`src/rtl/cal_pkg.sv`:
```
package cal_pkg;

    localparam int BCD_W = 8;

    typedef logic [BCD_W-1:0] bcd8_t;

    typedef struct packed {
        bcd8_t year;
        bcd8_t month;
        bcd8_t day;
    } cal_date_t;

    typedef enum logic [1:0] {
        MLEN_28 = 2'd0,
        MLEN_29 = 2'd1,
        MLEN_30 = 2'd2,
        MLEN_31 = 2'd3
    } mlen_e;

    localparam bcd8_t DAY_FIRST   = 8'h01;
    localparam bcd8_t MON_FIRST   = 8'h01;
    localparam bcd8_t MON_LAST    = 8'h12;
    localparam bcd8_t YEAR_FIRST  = 8'h00;
    localparam bcd8_t YEAR_LAST   = 8'h99;

    localparam cal_date_t DATE_RESET = '{year: YEAR_FIRST, month: MON_FIRST, day: DAY_FIRST};

    // Add one to a packed two-digit BCD value (99 yields 00).
    function automatic bcd8_t bcd_inc(input bcd8_t v);
        bcd8_t r;
        if (v[3:0] >= 4'd9) begin
            r[3:0] = 4'd0;
            r[7:4] = (v[7:4] >= 4'd9) ? 4'd0 : v[7:4] + 4'd1;
        end else begin
            r[3:0] = v[3:0] + 4'd1;
            r[7:4] = v[7:4];
        end
        return r;
    endfunction

    // 10*t + u is divisible by 4 exactly when 2*t + u is: even tens need
    // units 0/4/8, odd tens need units 2/6.
    function automatic logic bcd_div4(input bcd8_t y);
        logic r;
        if (y[4] == 1'b0)
            r = (y[3:0] == 4'd0) || (y[3:0] == 4'd4) || (y[3:0] == 4'd8);
        else
            r = (y[3:0] == 4'd2) || (y[3:0] == 4'd6);
        return r;
    endfunction

    function automatic bcd8_t mlen_last_day(input mlen_e l);
        bcd8_t r;
        case (l)
            MLEN_28: r = 8'h28;
            MLEN_29: r = 8'h29;
            MLEN_30: r = 8'h30;
            default: r = 8'h31;
        endcase
        return r;
    endfunction

endpackage

```
`src/rtl/cal_leap_detect.sv`:
```
module cal_leap_detect
    import cal_pkg::*;
(
    input  bcd8_t year_i,
    output logic  leap_o
);
    // Century exception intentionally absent: year 00 is always leap.
    always_comb begin
        leap_o = bcd_div4(year_i);
    end
endmodule

```
`src/rtl/cal_month_len.sv`:
```
module cal_month_len
    import cal_pkg::*;
(
    input  bcd8_t month_i,
    input  logic  leap_i,
    output mlen_e len_o
);
    always_comb begin
        case (month_i)
            8'h02:                      len_o = leap_i ? MLEN_29 : MLEN_28;
            8'h04, 8'h06, 8'h09, 8'h11: len_o = MLEN_30;
            default:                    len_o = MLEN_31;
        endcase
    end
endmodule

```
`src/rtl/cal_bcd_field.sv`:
```
module cal_bcd_field
    import cal_pkg::*;
#(
    parameter bcd8_t RESET_VAL = 8'h01,
    parameter bcd8_t WRAP_VAL  = 8'h01
) (
    input  logic  clk,
    input  logic  rst,
    input  logic  load_i,
    input  bcd8_t load_val_i,
    input  logic  step_i,
    input  logic  last_i,
    output bcd8_t value_o,
    output logic  carry_o
);
    bcd8_t value_q;

    always_ff @(posedge clk) begin
        if (rst)
            value_q <= RESET_VAL;
        else if (load_i)
            value_q <= load_val_i;
        else if (step_i)
            value_q <= last_i ? WRAP_VAL : bcd_inc(value_q);
    end

    assign value_o = value_q;
    assign carry_o = step_i & last_i;
endmodule

```
`src/rtl/cal_date_counter.sv`:
```
module cal_date_counter
    import cal_pkg::*;
(
    input  logic       clk,
    input  logic       rst,
    input  logic       day_tick,
    input  logic       wr_day,
    input  logic [7:0] wr_day_val,
    input  logic       wr_mon,
    input  logic [7:0] wr_mon_val,
    input  logic       wr_year,
    input  logic [7:0] wr_year_val,
    output logic [7:0] rd_day,
    output logic [7:0] rd_mon,
    output logic [7:0] rd_year
);
    cal_date_t cur;
    cal_date_t wr_val;
    logic      any_wr;
    logic      adv;
    logic      leap;
    mlen_e     mlen;
    bcd8_t     last_day;
    logic      day_end, mon_end, year_end;
    logic      day_carry, mon_carry, year_carry;

    assign wr_val = '{year: wr_year_val, month: wr_mon_val, day: wr_day_val};
    assign any_wr = wr_day | wr_mon | wr_year;
    assign adv    = day_tick & ~any_wr;

    cal_leap_detect u_leap (
        .year_i (cur.year),
        .leap_o (leap)
    );

    cal_month_len u_mlen (
        .month_i (cur.month),
        .leap_i  (leap),
        .len_o   (mlen)
    );

    assign last_day = mlen_last_day(mlen);
    // At-or-beyond compare so an out-of-range host write still rolls over.
    assign day_end  = (cur.day   >= last_day);
    assign mon_end  = (cur.month >= MON_LAST);
    assign year_end = (cur.year  >= YEAR_LAST);

    cal_bcd_field #(.RESET_VAL(DATE_RESET.day), .WRAP_VAL(DAY_FIRST)) u_day (
        .clk        (clk),
        .rst        (rst),
        .load_i     (wr_day),
        .load_val_i (wr_val.day),
        .step_i     (adv),
        .last_i     (day_end),
        .value_o    (cur.day),
        .carry_o    (day_carry)
    );

    cal_bcd_field #(.RESET_VAL(DATE_RESET.month), .WRAP_VAL(MON_FIRST)) u_mon (
        .clk        (clk),
        .rst        (rst),
        .load_i     (wr_mon),
        .load_val_i (wr_val.month),
        .step_i     (day_carry),
        .last_i     (mon_end),
        .value_o    (cur.month),
        .carry_o    (mon_carry)
    );

    cal_bcd_field #(.RESET_VAL(DATE_RESET.year), .WRAP_VAL(YEAR_FIRST)) u_year (
        .clk        (clk),
        .rst        (rst),
        .load_i     (wr_year),
        .load_val_i (wr_val.year),
        .step_i     (mon_carry),
        .last_i     (year_end),
        .value_o    (cur.year),
        .carry_o    (year_carry)
    );

    assign rd_day  = cur.day;
    assign rd_mon  = cur.month;
    assign rd_year = cur.year;

    logic unused_ok;
    assign unused_ok = year_carry;
endmodule

```
`config.mk`:
```
export PLATFORM = sky130hd
export DESIGN_NAME = cal_date_counter
export DESIGN_NICKNAME = d
export VERILOG_FILES = /design/src/rtl/cal_pkg.sv /design/src/rtl/cal_leap_detect.sv /design/src/rtl/cal_month_len.sv /design/src/rtl/cal_bcd_field.sv /design/src/rtl/cal_date_counter.sv
export SDC_FILE = /design/constraint.sdc
export NUM_CORES = 1
export LEC_CHECK = 0
export BUFFER_PORTS_ARGS = -buffer_cell sky130_fd_sc_hd__buf_2
export CAP_MARGIN = 10
export CORE_ASPECT_RATIO = 1.5
export CORE_MARGIN = 10
export CORE_UTILIZATION = 40
export CTS_CLUSTER_SIZE = 16
export DETAILED_ROUTE_END_ITERATION = 7
export GPL_ROUTABILITY_DRIVEN = 0
export PLACE_DENSITY = 0.74
export SYNTH_ARGS = -nofsm -noshare
export SYNTH_HDL_FRONTEND = slang
export SYNTH_SLANG_ARGS = --single-unit
```
`constraint.sdc`:
```
create_clock -name clk -period 8.6 [get_ports clk]
set_clock_uncertainty 0.2 [all_clocks]
set_input_delay 1.72 -clock clk [delete_from_list [all_inputs] [get_ports clk]]
set_output_delay 1.72 -clock clk [all_outputs]
set_load 0.01 [all_outputs]
```
* Yosys cells after proc, flatten, opt, wreduce, memory -nomap -nowiden *
Index checks and enable logic that the tools add are counted.

operators by class
  $add $sub $neg = 6
  bitwise logic cells = 6
  reduce and logical (&&, ||, !) cells = 15
  muxes and demuxes = 19
  magnitude comparators = 9
  equality and inequality tests = 11

operators with widths
  kind                                                                    number
  8-bit 2-to-1 mux                                                        12
  4-bit by 1-bit adder with 4-bit output (second input constant)          6
  4-bit >= comparator (second input constant)                             6
  8-bit by 3-bit equality test with 1-bit output (second input constant)  2
  5-bit case mux with 3 select lines                                      1
  4-bit 2-to-1 mux                                                        3
  3-bit nonzero test                                                      3
  4-bit by 3-bit equality test with 1-bit output (second input constant)  2
  8-bit by 2-bit equality test with 1-bit output (second input constant)  1
  8-bit by 4-bit equality test with 1-bit output (second input constant)  1
  8-bit by 5-bit equality test with 1-bit output (second input constant)  1
  8-bit by 5-bit >= comparator with 1-bit output (second input constant)  1
  8-bit >= comparator                                                     1
  8-bit >= comparator (second input constant)                             1
  2-bit AND reduction                                                     3
  2-bit nonzero test                                                      3
  4-bit by 2-bit equality test with 1-bit output (second input constant)  1
  4-bit equality test (second input constant)                             1
  4-bit zero test                                                         1
  2-bit case mux with 2 select lines                                      1
  4-bit OR reduction                                                      1
  1-bit bitwise AND                                                       3
  1-bit logical OR                                                        3
  2-bit by 1-bit equality test with 1-bit output (second input constant)  1
  5 further kinds                                                         7

storage, ports and cells
  output and inout port bits = 24
  register bits = 24
  logic and storage cells = 72
  input port bits = 30

* Depth between registers and ports, before layout *
  word-level depth = 13
  mapped depth = 13
  gate-level depth less buffers = 12

* Hierarchy *
Synthesis repeated with hierarchy kept, for this count alone.

unflattened totals
  cells, all modules = 233
  area, all modules = 1895.6 µm²

modules (own cells, without submodules)
  module                      cells each  times used  area each (µm²)  seq. area each (µm²)
  cal_bcd_field at u_day ...  69          2           565.5            160.2
  cal_bcd_field at u_year     65          1           545.5            160.2
  cal_date_counter            18          1           127.6            0.0
  cal_month_len               9           1           66.3             0.0
  cal_leap_detect             3           1           25.0             0.0

* Worst setup path after synthesis *
Ideal clock, no wire load.

  path type = input -> register
  start = in wr_year
  end = reg u_year.value_q[7], in the netlist u_year.value_o[7]
  slack = 4953 ps
  stages on the path = 6
  library setup time = 91 ps
  data required time = 8309 ps
  arrival time = 3356 ps
  buffers on the path = 1
  cell sequence = buf_6 > nor4b_4 > a21boi_2 > a21bo_4 > or4b_1 > a311oi_1

between the ends
  longest elaborated chain between the ends = 7
  elaborated cells between the ends (all ways) = 9
  classes of those cells = mux: 1; bitwise: 5; reduce/logical: 3

ends and longest elaborated chain
  item                                  line                    source
  from (decl)                           cal_date_counter.sv:11  input logic wr_year,
  1-bit bitwise OR                      cal_date_counter.sv:28  assign any_wr = wr_day | wr_mon | wr_year;
  1-bit NOT                             cal_date_counter.sv:29  assign adv = day_tick & ~any_wr;
  1-bit bitwise AND                     cal_date_counter.sv:29
  1-bit bitwise AND (2 in series)       cal_bcd_field.sv:28     assign carry_o = step_i & last_i;
  2-bit nonzero test (no source line)   --
  2-bit AND reduction (no source line)  --
  to (signal assigned)                  cal_bcd_field.sv:22     value_q <= load_val_i;
  to (signal assigned)                  cal_bcd_field.sv:24     value_q <= last_i ? WRAP_VAL : bcd_inc(value_q);
  to (decl)                             cal_bcd_field.sv:16     bcd8_t value_q;

Several ways; a longest one is shown, not always the timed one.
A chain may end at the register's enable or synchronous reset.

* Final worst setup path *
  start = reg u_mon.value_q[5], in the netlist u_mon.value_o[5]
  end = reg u_mon.value_q[3], in the netlist u_mon.value_o[3]

between the ends
  longest elaborated chain between the ends = 8
  elaborated cells between the ends (all ways) = 18
  classes of those cells = order compare: 2; eq/ne: 7; mux: 5; bitwise: 1; reduce/logical: 3

ends and longest elaborated chain
  item                                                                          line                    source
  from (decl)                                                                   cal_bcd_field.sv:16
  from (signal assigned)                                                        cal_bcd_field.sv:22
  from (signal assigned)                                                        cal_bcd_field.sv:24
  8-bit by 3-bit equality test with 1-bit output, or another cell as far along  cal_month_len.sv:9      case (month_i)
  4-bit OR reduction                                                            cal_month_len.sv:9
  2-bit case mux with 2 select lines                                            cal_month_len.sv:9
  2-bit equality test, or another cell as far along                             cal_pkg.sv:54           case (l)
  5-bit case mux with 3 select lines                                            cal_pkg.sv:54
  8-bit >= comparator                                                           cal_date_counter.sv:44  assign day_end = (cur.day >= last_day);
  1-bit bitwise AND                                                             cal_bcd_field.sv:28
  2-bit nonzero test (no source line)                                           --

Several ways; a longest one is shown, not always the timed one. The select of a mux whose other input is x is not followed.

==> impl_metrics.yaml <==
run_status:
  status: "finished clean"
synthesis:
  synth-main-ff-cell: "dfxtp_1"
  synth_top_family_by_area: "compound AO/OA/AOI/OAI gates"
  synth_mux_area_frac: 0.0159
  synth_area_mm2: 0.00197
  yosys.area_share.xor_xnor: 0.00891
  syn_inst: 237
  synthAdderAreaFrac: 0.153
  async_reset_ff_frac: 0
  yosys.area_share.simple: 0.223
  synth_compound_area_frac: 0.293
  ys_warn_count: 0
  synth_nets: 291
  synth_edf_count: 0
  netlist-cell-type-count: 60
  synth-seq-cells: 24
  seq_area_frac_synth: 0.244
  synth.avg_cell_area_um2: 8.29
route:
  dr.pass1.iters: 4
  drc: 0
  avgRoutedWirePerCell_um: 16.3
  via_count: 2032
  ant_nets: 0
  viasPerCell: 5.79
  drtIter0Drc: 130
  drt_wl_total_um: 5720
layout:
  fill_cells: 505
  antenna_cells: 0
  layout_commonest_cell: "buf_2"
  syn2layout_area_growth_pct: 19.2
  final_cell_mix: "53 x buf_2, 24 x ha_1, 24 x dfxtp_1, 21 x inv_1, 20 x nand2_1"
  nets: 340
  layout-drive-gt1-share: 0.263
global_route:
  grtUsageTotal: 0.132
  met1_usage: 0.146
  grt_pass1_wl_um: 9290
  antenna_found_initial: 0
  busiest_layer: "met2"
  grt_pass1_vias: 1996
  use_met3: 0.0230
  grt_use_met2: 0.240
  grt-ovfl-total: 0
  grt_max_degree: 32
clock_tree:
  numCtsBuffers: 3
  root_buffer: "clkbuf_8"
  cts_buffer_depth: 2
  cts.sinks: 24
  clkTransAtPathRegs_ns: 0.09
  cts-htree-levels: 1
  postCtsSetupBuffers: 0
  cts_resized: 0
  clk_latency_ns: 0.27
  holdBufCountCts: 0
  cts_tree: "built"
timing:
  fmax_mhz: 269
  min_period_ns: 3.72
  rsz0062_at_grt: "no"
  min_period_over_period: 0.433
  setup_viol: 0
  worst_pin_slew_ns: 0.810
  final_hold_viol_count: 0
  setup_tns_ns: 0
  slew_headroom: 0.453
  hold_slack_ns: 0.353
  maxSlewViolCount: 0
place:
  hpwl_um: 4330
  port_buffers: 53
power:
  clock_power_share: 0.313
  total_power_uw: 329
  p_seq_frac: 0.409
  swShare: 0.326
  switching_power_uw: 107
  vdd_drop_max_v: 0.0000903
  pwr-share-comb: 0.278
  internal_power_uw: 222
  power_leakage_uw: 0.00102
  powerDensity_mw_per_mm2: 141
worst_setup_path:
  worstPathRequired_ns: 8.54
  cp_cell_sequence: "inv_1, ha_1, mux2i_1, nor3b_1, o22a_1, o221ai_1, ha_1, or4b_1, a2111oi_2, nor2_1, a41oi_1, o31ai_1"
  crit_path_frequent_cell: "ha_1"
  critPathArrivalTime_ns: 3.66
  max_stage_delay_ns: 0.53
  timing_worst_setup_path_type: "register to register"
  crit_slowest_cell: "a2111oi_2"
  cp-start-kind: "register"
  endpoint_kind: "register"
  crit_fanout: 7
floorplan:
  rows: 31
  die_height_um: 106
  ios: 54
  die_w_um: 77.2
  start_util: 0.409
  design.die.area_mm2: 0.00818
  coreArea_mm2: 0.00481
job:
  drv_cap: 0
hold_path:
  hold_path.class: "register to register"
## cell type report
class                      count  area [µm²]  share of cell area
multi-input combinational    183        1360               0.582
sequential                    24         480               0.205
timing repair buffer          53         265               0.113
tap                           66        82.6              0.0353
inverter                      21        78.8              0.0337
clock buffer                   3        41.3              0.0176
clock inverter                 1        30.0              0.0128
## synthesized netlist by cell type, drive strengths merged (5+ instances only)
| cell | instances | area share |
|---|---|---|
| a21boi | 6 | 0.029 |
| nor2 | 11 | 0.021 |
| inv | 21 | 0.040 |
| a31oi | 9 | 0.029 |
| nor3 | 5 | 0.013 |
| clkbuf | 7 | 0.013 |
| o21ai | 10 | 0.025 |
| nand3 | 9 | 0.023 |
| a21oi | 13 | 0.033 |
| dfxtp | 24 | 0.24 |
| a22oi | 5 | 0.019 |
| ha | 24 | 0.15 |
| nand2 | 20 | 0.038 |
## layer usage
| metal | vias up | wire length (µm) |
|---|---|---|
| met3 | 14 | 330 |
| met4 | 0 | 161 |
| met1 | 941 | 2370 |
| li1 | 994 | - |
| met2 | 83 | 2860 |
| met5 | - | 0 |
## critical path: cells and delay by family, from the launching register on
family                   cells  cell delay, ns
AO/OA/AOI/OAI                5            1.24
adder cells (fa/ha/maj)      2            0.51
buffers and inverters        1            0.11
flip-flops                   1            0.39
multiplexers                 1            0.09
AND/OR/NAND/NOR              3            1.06
## metrics by stage
step           cell area (µm²)  worst slack, ns  instances  utilization
2_1_floorplan             1970             4.95        237            -
3_3_place_gp              2270             4.82        347        0.472
3_5_place_dp              2270             4.73        347        0.472
4_1_cts                   2340             4.89        351        0.487
5_1_grt                   2340             4.68        351        0.487
6_report                  2340             4.88        351        0.487
## sequential cells by signal, summed over array words and instances (netlist names)
signal	count
u_mon.value_o	8
u_year.value_o	8
u_day.value_o	8
## logic make-up after synthesis
kind of cell    count (synthesis)
compound gates                 77
xor+xnor                        2
fa+ha+maj                      24
buf+inv                        30
flops                          24
mux                             3
simple gates                   77
## power groups by stage
stage / combinational, µW / sequential [µW] / clock [µW]
finish: 91.4 / 135 / 103
CTS: 91.6 / 134 / 105
global route: 103 / 137 / 108
floorplan: 59.4 / 137 / 0
detailed placement: 90.6 / 137 / 0
global placement: 89.3 / 137 / 0
## final timing paths
path,cells past startpoint,end,slack (ns),start
max,12,u_mon.value_o[3],4.88,u_mon.value_o[5]
min,2,u_day.value_o[6],0.35,u_day.value_o[6]
max reg2reg,12,u_mon.value_o[3],4.88,u_mon.value_o[5]
min reg2reg,2,u_day.value_o[6],0.35,u_day.value_o[6]
No activity file was read; power rests on OpenSTA's default activity.
